[src/rtl/pin_evt_pkg.sv]
package pin_evt_pkg;

   // register field positions
   localparam int unsigned FLD_LVL  = 0;
   localparam int unsigned FLD_POL  = 1;   // two bits
   localparam int unsigned POL_W    = 2;
   localparam int unsigned FLD_IEN  = 3;
   localparam int unsigned FLD_IUNM = 4;
   localparam int unsigned FLD_WEN  = 5;
   localparam int unsigned FLD_OE   = 6;
   localparam int unsigned FLD_OV   = 7;
   localparam int unsigned FLD_PIN  = 8;
   localparam int unsigned FLD_ISTS = 9;
   localparam int unsigned FLD_WSTS = 10;
   localparam int unsigned FLD_USED = 11;

   // sticky flag indices
   localparam int unsigned N_FLAG    = 2;
   localparam int unsigned FLAG_INT  = 0;
   localparam int unsigned FLAG_WAKE = 1;

   typedef enum logic [POL_W-1:0] {
      POL_LOW_FALL  = 2'b00,
      POL_HIGH_RISE = 2'b01,
      POL_ANY_EDGE  = 2'b10,
      POL_RSVD      = 2'b11
   } pol_e;

   typedef struct packed {
      logic lvl;
      pol_e pol;
      logic ien;
      logic iunm;
      logic wen;
      logic oe;
      logic ov;
   } pin_cfg_t;

endpackage

[src/rtl/pin_trig_detect.sv]
module pin_trig_detect
   import pin_evt_pkg::*;
(
   input  logic clk,
   input  logic rst_n,
   input  logic din,
   input  logic lvl_mode,
   input  pol_e pol,
   input  logic reload,
   output logic evt
);

   logic prev_q;
   logic rise, fall, edge_hit, lvl_hit;

   // history tracks the input every cycle, so a reload simply discards
   // the comparison made in that cycle
   always_ff @(posedge clk or negedge rst_n) begin
      if (!rst_n) prev_q <= 1'b0;
      else        prev_q <= din;
   end

   assign rise = din & ~prev_q;
   assign fall = ~din & prev_q;

   always_comb begin
      unique case (pol)
         POL_LOW_FALL:  edge_hit = fall;
         POL_HIGH_RISE: edge_hit = rise;
         POL_ANY_EDGE:  edge_hit = rise | fall;
         default:       edge_hit = 1'b0;
      endcase
   end

   always_comb begin
      unique case (pol)
         POL_LOW_FALL:  lvl_hit = ~din;
         POL_HIGH_RISE: lvl_hit = din;
         default:       lvl_hit = 1'b0;
      endcase
   end

   assign evt = ~reload & (lvl_mode ? lvl_hit : edge_hit);

   // reserved code never yields an event
   p_rsvd_quiet_r3: assert property (@(posedge clk) disable iff (!rst_n)
      (pol == POL_RSVD) |-> !evt);

   // a reload cycle never yields an event
   p_reload_quiet_r10: assert property (@(posedge clk) disable iff (!rst_n)
      reload |-> !evt);

endmodule

[src/rtl/pin_sts_flag.sv]
module pin_sts_flag (
   input  logic clk,
   input  logic rst_n,
   input  logic set,
   input  logic clr,
   output logic flag
);

   always_ff @(posedge clk or negedge rst_n) begin
      if (!rst_n)   flag <= 1'b0;
      else if (set) flag <= 1'b1;
      else if (clr) flag <= 1'b0;
   end

   p_w1c_r7: assert property (@(posedge clk) disable iff (!rst_n)
      (clr && !set) |=> !flag);

   p_evt_wins_r7: assert property (@(posedge clk) disable iff (!rst_n)
      set |=> flag);

   p_hold_r7: assert property (@(posedge clk) disable iff (!rst_n)
      (flag && !clr) |=> flag);

endmodule

[src/rtl/pin_evt_ctrl.sv]
module pin_evt_ctrl
   import pin_evt_pkg::*;
#(
   parameter int unsigned REG_W = 32
)(
   input  logic             clk,
   input  logic             rst_n,
   input  logic             pin_in,
   input  logic             wr_en,
   input  logic [REG_W-1:0] wr_data,
   output logic [REG_W-1:0] rd_data,
   output logic             irq_req,
   output logic             evt_pend,
   output logic             pad_oe,
   output logic             pad_out
);

   localparam int unsigned SPARE_W = REG_W - FLD_USED;

   generate
      if (REG_W < FLD_USED) begin : g_bad_width
         $error("pin_evt_ctrl: REG_W must hold all %0d fields", FLD_USED);
      end
   endgenerate

   pin_cfg_t          cfg_q, cfg_d;
   logic              trig_chg;
   logic              evt;
   logic              pin_sts;
   logic [N_FLAG-1:0] flg_set, flg_clr, flg_q;
   logic              unused_wr;

   always_comb begin
      cfg_d.lvl  = wr_data[FLD_LVL];
      cfg_d.pol  = pol_e'(wr_data[FLD_POL +: POL_W]);
      cfg_d.ien  = wr_data[FLD_IEN];
      cfg_d.iunm = wr_data[FLD_IUNM];
      cfg_d.wen  = wr_data[FLD_WEN];
      cfg_d.oe   = wr_data[FLD_OE];
      cfg_d.ov   = wr_data[FLD_OV];
   end

   always_ff @(posedge clk or negedge rst_n) begin
      if (!rst_n)     cfg_q <= '0;
      else if (wr_en) cfg_q <= cfg_d;
   end

   assign trig_chg = wr_en &&
                     ({cfg_d.lvl, cfg_d.pol} != {cfg_q.lvl, cfg_q.pol});

   pin_trig_detect u_det (
      .clk      (clk),
      .rst_n    (rst_n),
      .din      (pin_in),
      .lvl_mode (cfg_q.lvl),
      .pol      (cfg_q.pol),
      .reload   (trig_chg),
      .evt      (evt)
   );

   assign flg_set[FLAG_INT]  = evt & cfg_q.ien;
   assign flg_set[FLAG_WAKE] = evt & cfg_q.wen;
   assign flg_clr[FLAG_INT]  = wr_en & wr_data[FLD_ISTS];
   assign flg_clr[FLAG_WAKE] = wr_en & wr_data[FLD_WSTS];

   generate
      for (genvar gi = 0; gi < N_FLAG; gi++) begin : g_flag
         pin_sts_flag u_flg (
            .clk   (clk),
            .rst_n (rst_n),
            .set   (flg_set[gi]),
            .clr   (flg_clr[gi]),
            .flag  (flg_q[gi])
         );
      end
   endgenerate

   assign irq_req  = flg_q[FLAG_INT] & cfg_q.ien & cfg_q.iunm;
   assign evt_pend = |flg_q;
   assign pad_oe   = cfg_q.oe;
   assign pad_out  = cfg_q.ov;
   assign pin_sts  = cfg_q.oe ? cfg_q.ov : pin_in;

   always_comb begin
      rd_data                      = '0;
      rd_data[FLD_LVL]             = cfg_q.lvl;
      rd_data[FLD_POL +: POL_W]    = cfg_q.pol;
      rd_data[FLD_IEN]             = cfg_q.ien;
      rd_data[FLD_IUNM]            = cfg_q.iunm;
      rd_data[FLD_WEN]             = cfg_q.wen;
      rd_data[FLD_OE]              = cfg_q.oe;
      rd_data[FLD_OV]              = cfg_q.ov;
      rd_data[FLD_PIN]             = pin_sts;
      rd_data[FLD_ISTS]            = flg_q[FLAG_INT];
      rd_data[FLD_WSTS]            = flg_q[FLAG_WAKE];
   end

   generate
      if (SPARE_W > 0) begin : g_spare
         assign unused_wr = ^wr_data[REG_W-1:FLD_USED];
      end else begin : g_nospare
         assign unused_wr = 1'b0;
      end
   endgenerate

   // a write changing trigger fields leaves a clear flag clear
   p_trig_chg_quiet_r10: assert property (@(posedge clk) disable iff (!rst_n)
      (trig_chg && !flg_q[FLAG_INT]) |=> !flg_q[FLAG_INT]);

   // disabled interrupt never raises its flag
   p_disabled_quiet_r6: assert property (@(posedge clk) disable iff (!rst_n)
      (!cfg_q.ien && !flg_q[FLAG_INT]) |=> !flg_q[FLAG_INT]);

   // masked pin never requests
   p_mask_blocks_r5: assert property (@(posedge clk) disable iff (!rst_n)
      !cfg_q.iunm |-> !irq_req);

   // a set wake flag is always pending
   p_wake_pending_r8: assert property (@(posedge clk) disable iff (!rst_n)
      flg_q[FLAG_WAKE] |-> evt_pend);

endmodule

[config.mk]
export PLATFORM = sky130hd
export DESIGN_NAME = pin_evt_ctrl
export DESIGN_NICKNAME = d
export VERILOG_FILES = /design/src/rtl/pin_evt_pkg.sv /design/src/rtl/pin_trig_detect.sv /design/src/rtl/pin_sts_flag.sv /design/src/rtl/pin_evt_ctrl.sv
export SDC_FILE = /design/constraint.sdc
export NUM_CORES = 1
export LEC_CHECK = 0
export ABC_AREA = 1
export BUFFER_PORTS_ARGS = -buffer_cell sky130_fd_sc_hd__buf_2
export CAP_MARGIN = 20
export CORE_MARGIN = 2
export CORE_UTILIZATION = 33
export DETAILED_ROUTE_END_ITERATION = 6
export PLACE_DENSITY = 0.84
export RECOVER_POWER = 100
export SYNTH_ARGS = -nofsm -noshare
export SYNTH_HDL_FRONTEND = slang
export SYNTH_SLANG_ARGS = --single-unit
[constraint.sdc]
create_clock -name clk -period 1.02 [get_ports clk]
set_input_delay 0 -clock clk [delete_from_list [all_inputs] [get_ports clk]]
set_output_delay 0 -clock clk [all_outputs]
set_load 0.02 [all_outputs]
==> run_results.csv, run 1 <==
group,metric,value,unit
global_routing,globalRouteTotalUtil,0.1155,
final_layout,multiInputGateArea,370.4,um^2
timing,timing.max_slew.rel_slack,0.5965,
routing,post_drt_wl_per_cell,9.381,um
logic_synthesis,seq_area_frac_synth,0.3411,
die,design.core.area,2255,um^2
final_layout,drive_above_1_share,0.2568,
final_layout,area_delta_synth_final,27.29,%
worst_setup_path,worst-endpoint-arrival,1380,ps
cts,h-tree-depth,1,
job,drv_cap,0,
global_routing,grt_first_pass_wirelength,2359,um
logic_synthesis,synth.avg_cell_area,7.270,um^2
routing,firstDrtPassIters,4,
timing,max_freq,851.1,MHz
timing,period_needed,1175,ps
power,p_per_area,1329,nW/um^2
power,irDropWorstVdd,0.6063,mV
routing,drt_drc_violations_left,0,
final_layout,mostFrequentLayoutCell,"sky130_fd_sc_hd__nand2_1",
timing,worst-slew-pin-transition,605.3,ps
die,area_enclosed_by_the_die_boundary,2857,um^2
die,cell_rows,17,
place,dp_cells,158,
final_layout,final_std_cells_w_o_fill,176,
cts,numClockSinks,11,
die,ios,72,
final_layout,postLayoutCoreUtil,0.4556,
worst_setup_path,path_max_fanout,2,
min_path,hp-start,"wr_data[2]",
global_routing,initial_antenna_violation_count,0,
logic_synthesis,synth.cell_area,807.0,um^2
timing,fin_hold_ws,7.946,ps
power,leakagePower,0.5951,nW
place,gp_congestion,0.8222,
routing,first_iteration_detailed_routing_drc_count,5,
global_routing,total_overflow_reported_by_the_global_router,0,
cts,cts_root_buf,"sky130_fd_sc_hd__clkbuf_4",
timing,timing.final.hold_violations,0,
timing,post-route-period-util,1.152,
global_routing,pin_count_of_the_biggest_net_entering_global_routing,17,
run_status,violations_in_the_final_reports,"setup timing",
logic_synthesis,yosysUniqueCellTypes,16,
run_status,outcome,"complete, but fails checks",
logic_synthesis,synth_warnings,0,
die,dieWidth,53.45,um
routing,routed_via_density,3.960,
timing,post-route-worst-setup-slack,-155.0,ps
worst_setup_path,setup_cp_type,"reg2reg",
min_path,hold_class,"in2reg",
final_layout,fillerInstances,259,
final_layout,antennaDiodeCount,0,
final_layout,stdcell_area,1027,um^2
place,io_buffer_count,28,
routing,ant_nets,0,
final_layout,area.sequential,275.3,um^2
logic_synthesis,syn_inst,111,
die,floorplan.die.height,53.45,um
cts,clockBufferDepth,2,
final_layout,mostFrequentLayoutCells,"sky130_fd_sc_hd__nand2_1 (38), sky130_fd_sc_hd__conb_1 (21), sky130_fd_sc_hd__buf_2 (14)",
timing,setup_violations,2,
cts,clock_tree_from_tritoncts,"done",
die,initial_utilization,0.3579,
timing,final.setup.tns,-309.3,ps
worst_setup_path,timing.critical_path.required,1230,ps
timing,worst_clock_skew,5.081,ps
place,placedInstanceArea,838.3,um^2
cts,clkSlewWorstSetupHoldPaths,70,ps
cts,cts_inserted_buffers,3,
timing,grt_setup_unrepaired,"true",
logic_synthesis,synth-seq-cells,11,
cts,insertion_delay,270,ps
timing,drv_slew,0,
worst_setup_path,critPathLaunch,"u_det.prev_q$_DFF_PN0_",
routing,drt_wl_total,1651,um
place,dp_hpwl,1181,um
worst_setup_path,element_type_at_the_critical_path_end,"flip-flop",
final_layout,finish.net_count,187,
worst_setup_path,launch_point_of_the_worst_reg_to_reg_path,"u_det.prev_q$_DFF_PN0_",
routing,routed-via-count,697,
global_routing,first_global_vias,580,
worst_setup_path,worstSetupStartpointType,"flip-flop",
[metrics by stage]
stage	power [mW]	worst slack, ps
after floorplan	0.9318	-44.11
after global placement	0.9513	-101.2
after detailed placement	0.9567	-108.4
after CTS	1.338	-133.1
after global routing	1.446	-205.6
final	1.365	-155.0
[cell type report]
cell class                      instances  area share
Inverter                               12     0.04385
Multi-Input combinational cell         79      0.3605
Sequential cell                        11      0.2680
Tap cell                               28     0.03410
Timing Repair Buffer                   42      0.2680
Clock buffer                            4     0.02558
[cell usage after synthesis (all sizes together)]
cell type / count / area [um^2]
nor2: 3 / 13.77
o21ai: 6 / 30.03
nand2: 43 / 173.9
ha: 2 / 25.02
or2: 1 / 6.260
inv: 12 / 45.04
buf: 29 / 219.0
conb: 1 / 3.750
dfrtp: 11 / 275.3
nand3: 3 / 15.01
[cells by family after synthesis]
group	synth area share
other	0.004647
AND/OR/NAND/NOR	0.2589
AO/OA/AOI/OAI	0.03721
flip-flops	0.3411
buffers and inverters	0.3271
adder cells (fa/ha/maj)	0.03100
[worst max-delay path, cell delays in order, from the launching register on]
cell and delay [ps]:
sky130_fd_sc_hd__dfrtp_1 380, sky130_fd_sc_hd__ha_2 250, sky130_fd_sc_hd__o21ai_1 110, sky130_fd_sc_hd__nand2_1 100, sky130_fd_sc_hd__nor2_4 150, sky130_fd_sc_hd__nand3_2 70
sky130_fd_sc_hd__nand2_1 50
[path summary, 6_finish.rpt]
path / depth (start not counted) / end / slack, ps
min: 3 / rd_data[2]$_DFFE_PN0P_ / 8
max reg2reg: 6 / g_flag[0].u_flg.flag$_DFFE_PN0P_ / -150
min reg2reg: 2 / pad_out$_DFFE_PN0P_ / 540
max: 6 / g_flag[0].u_flg.flag$_DFFE_PN0P_ / -150
min in group asynchronous: 2 / rd_data[2]$_DFFE_PN0P_ / 240
max in group asynchronous: 2 / pad_out$_DFFE_PN0P_ / 380
[power breakdown]
group	switching, mW	total, mW	internal, mW
clock network	0.149	0.300	0.151
logic	0.330	0.537	0.207
registers	0.0442	0.528	0.483
[sequential cells by signal, indices dropped and copies added, names as in the netlist]
| register | cells |
|---|---|
| rd_data | 6 |
| pad_out | 1 |
| g_flag.u_flg.flag | 2 |
| u_det.prev_q | 1 |
| pad_oe | 1 |
[metal layers]
layer	up-vias	global-route usage	wire, um
li1	356	-	-
met1	305	0.1411	685
met2	32	0.1852	805
met3	4	0.02542	125
met4	0	0.06410	34
met5	-	0	0
[timing repair]
action,in CTS,in global routing
buffers inserted,2,1
endpoints found under the setup margin,3,5
hold buffers,11,0
pin swaps,0,4
resized for setup,3,9
endpoints found under the hold margin,21,0
No activity file was read; power rests on OpenSTA's default activity.
==> run 2: changes to the inputs <==
- GPL_TIMING_DRIVEN: default -> 0
- SYNTH_HIERARCHICAL: default -> 1
==> run 2 against run 1 <==
  * The run still ends with setup timing left
  * Design area grew 18%
  * Sequential power about the same
  * Clock power down 6%
  * Non-clock buffer count increased by 22
  * Critical path depth up 4
  * Critical path type unchanged
==> run_results.csv, run 2 <==
group,metric,value,unit
final_layout,antennaDiodeCount,0,
global_routing,grt_use_met3,0.01695,
cts,numClockSinks,11,
timing,worst-slew-pin-transition,594.0,ps
die,ios,72,
global_routing,grt_first_pass_wirelength,2677,um
final_layout,mostFrequentLayoutCell,"sky130_fd_sc_hd__nand2_1",
logic_synthesis,synth_warnings,6,
timing,timing.final.hold_violations,0,
worst_setup_path,timing.critical_path.required,1220,ps
worst_setup_path,element_type_at_the_critical_path_end,"flip-flop",
worst_setup_path,path_max_fanout,2,
final_layout,drive_above_1_share,0.3143,
power,leakagePower,0.7384,nW
timing,setup_violations,3,
die,cell_rows,17,
die,floorplan.die.height,53.03,um
cts,clockBufferDepth,2,
worst_setup_path,worst-endpoint-arrival,1470,ps
worst_setup_path,launch_point_of_the_worst_reg_to_reg_path,"u_det/prev_q$_DFF_PN0_",
routing,routed_via_density,3.768,
power,p_per_area,1167,nW/um^2
place,io_buffer_count,28,
logic_synthesis,number_of_synthesized_flops_with_an_enable_pin,0,
timing,grt_setup_unrepaired,"true",
cts,cts_root_buf,"sky130_fd_sc_hd__clkbuf_4",
logic_synthesis,yosys-top-cells-count,"sky130_fd_sc_hd__nand2_1 (36), sky130_fd_sc_hd__buf_4 (24), sky130_fd_sc_hd__inv_1 (20)",
routing,first_iteration_detailed_routing_drc_count,13,
logic_synthesis,synth-seq-cells,11,
cts,clock_tree_from_tritoncts,"done",
run_status,violations_in_the_final_reports,"setup timing",
logic_synthesis,yosys-top-cells-area,"sky130_fd_sc_hd__dfrtp_1 (35%), sky130_fd_sc_hd__buf_4 (23%), sky130_fd_sc_hd__nand2_1 (17%)",
routing,ant_nets,0,
routing,firstDrtPassIters,5,
global_routing,total_overflow_reported_by_the_global_router,0,
run_status,outcome,"complete, but fails checks",
final_layout,final_std_cells_w_o_fill,203,
cts,clkSlewWorstSetupHoldPaths,70,ps
cts,insertion_delay,260,ps
logic_synthesis,netlist.top_cell.by_area,"sky130_fd_sc_hd__dfrtp_1",
timing,period_needed,1278,ps
final_layout,largest_register_ff_count,6,
logic_synthesis,synth.cell_area,793.3,um^2
logic_synthesis,seq_area_frac_synth,0.3470,
worst_setup_path,worstSetupStartpointType,"flip-flop",
global_routing,gr-usage-met1,0.1489,
logic_synthesis,post-synth-top-count-cell,"sky130_fd_sc_hd__nand2_1",
routing,drt_drc_violations_left,0,
global_routing,globalRouteTotalUtil,0.1303,
min_path,hp-start,"wr_en",
worst_setup_path,setup_cp_type,"reg2reg",
global_routing,pin_count_of_the_biggest_net_entering_global_routing,12,
final_layout,stdcell_area,1207,um^2
logic_synthesis,synth-async-reset-ratio,1.000,
timing,max_freq,782.4,MHz
global_routing,gr-usage-met2,0.2417,
timing,drv_slew,0,
timing,post-route-period-util,1.253,
timing,timing.max_slew.rel_slack,0.6040,
die,dieWidth,53.03,um
timing,worst_clock_skew,4.417,ps
place,dp_hpwl,1215,um
logic_synthesis,yosysTopAreaCellShare,0.3470,
place,dp_cells,188,
logic_synthesis,dominantRegCellSynth,"sky130_fd_sc_hd__dfrtp_1",
final_layout,area_delta_synth_final,52.21,%
die,design.core.area,2233,um^2
global_routing,top_usage_layer,"met2",
final_layout,fillerInstances,202,
routing,post_drt_wl_per_cell,8.379,um
worst_setup_path,critPathLaunch,"u_det/prev_q$_DFF_PN0_",
cts,cts_inserted_buffers,3,
min_path,hold_class,"in2reg",
place,gp_congestion,0.6990,
logic_synthesis,syn_inst,112,
power,irDropWorstVdd,0.8969,mV
logic_synthesis,synth.avg_cell_area,7.083,um^2
final_layout,finish.net_count,214,
routing,drt_wl_total,1701,um
logic_synthesis,yosysUniqueCellTypes,16,
global_routing,first_global_vias,667,
global_routing,initial_antenna_violation_count,0,
die,initial_utilization,0.3552,
job,drv_cap,0,
place,placedInstanceArea,1044,um^2
final_layout,mostFrequentLayoutCells,"sky130_fd_sc_hd__nand2_1 (34), sky130_fd_sc_hd__buf_4 (23), sky130_fd_sc_hd__conb_1 (21), sky130_fd_sc_hd__inv_1 (20), sky130_fd_sc_hd__buf_2 (13)",
timing,post-route-worst-setup-slack,-258.2,ps
die,area_enclosed_by_the_die_boundary,2812,um^2
routing,routed-via-count,765,
cts,h-tree-depth,1,
==> run 2: cell types whose count changed after synthesis, moves of 2 or more <==
cell	before	now
sky130_fd_sc_hd__buf_4	27	24
sky130_fd_sc_hd__inv_1	11	20
sky130_fd_sc_hd__nand2_1	40	36
sky130_fd_sc_hd__nand2_2	2	0
sky130_fd_sc_hd__nand3_1	3	1
sky130_fd_sc_hd__nor2_1	2	4
==> run 2: path summary, 6_finish.rpt <==
path                       depth (start not counted)                                to  slack [ps]
max                                               10  g_flag[0].u_flg/flag$_DFFE_PN0P_        -260
min in group asynchronous                          2            rd_data[1]$_DFFE_PN0P_         260
min reg2reg                                        2            rd_data[5]$_DFFE_PN0P_         510
max reg2reg                                       10  g_flag[0].u_flg/flag$_DFFE_PN0P_        -260
min                                                2               pad_out$_DFFE_PN0P_          20
max in group asynchronous                          2  g_flag[1].u_flg/flag$_DFFE_PN0P_         370
==> run 2: metrics by stage <==
step	hold slack, ps	utilization	setup WS [ps]	setup TNS (ps)	total power [mW]
floorplan	-295.6	-	-181.0	-361.9	0.8924
global placement	-123.2	0.4672	-244.0	-478.1	1.024
detailed placement	-122.2	0.4672	-244.2	-477.6	1.030
CTS	16.36	0.5468	-278.7	-576.6	1.419
global route	35.92	0.5406	-396.7	-943.2	1.508
finish	22.50	0.5406	-258.2	-511.7	1.408
==> run 2: critical path, cell delays in order (launching register included) <==
cell and delay [ps]:
sky130_fd_sc_hd__dfrtp_1 380, sky130_fd_sc_hd__ha_1 270, sky130_fd_sc_hd__nor2_1 80, sky130_fd_sc_hd__nand2_1 50, sky130_fd_sc_hd__nand4_1 70, sky130_fd_sc_hd__nand2_1 60
sky130_fd_sc_hd__nor2_2 110, sky130_fd_sc_hd__nand2_1 60, sky130_fd_sc_hd__inv_1 50, sky130_fd_sc_hd__inv_1 30, sky130_fd_sc_hd__nand2_1 50
==> run 2: report_power, final <==
group	internal, mW	switching (mW)	leakage (nW)
clock	0.151	0.131	0.0150
combinational	0.268	0.333	0.589
sequential	0.484	0.0424	0.134
==> run 2: logic make-up (layout without fill, tap and decap cells) <==
| group | Yosys count | after routing | share of synthesized area |
|---|---|---|---|
| other | 1 | 21 | 0.004727 |
| and+or+nand+nor | 44 | 44 | 0.2192 |
| xor gates and xnor gates | 1 | 1 | 0.01104 |
| buffers and inverters | 45 | 88 | 0.3360 |
| DFF | 11 | 11 | 0.3470 |
| AOI/OAI and AO/OA | 8 | 8 | 0.05046 |
| adders and majority gates | 2 | 2 | 0.03154 |
==> run 2: area by class of cell <==
| cell class | count | area [um^2] | share of cell area |
|---|---|---|---|
| tap | 28 | 35.03 | 0.02902 |
| multi-input combinational | 76 | 340.3 | 0.2819 |
| inverter | 20 | 75.07 | 0.06218 |
| timing repair buffer | 42 | 286.5 | 0.2373 |
| clock buffer | 4 | 26.28 | 0.02176 |
| sequential | 11 | 275.3 | 0.2280 |
| buffer | 22 | 168.9 | 0.1399 |
==> run 2: what timing repair did <==
item / 4_1_cts / 5_1_grt
pin swaps: 1 / 2
hold buffers: 10 / 0
endpoints found under the setup margin: 4 / 7
gates resized for setup: 11 / 9
gates cloned: 0 / 0
setup buffers: 4 / 0
hold endpoints to repair: 20 / 0
==> run 2: layer usage <==
layer | up-vias | share of wire
met4 | 0 | 0
li1 | 410 | -
met3 | 0 | 0.058
met2 | 27 | 0.54
met5 | - | 0
met1 | 328 | 0.40
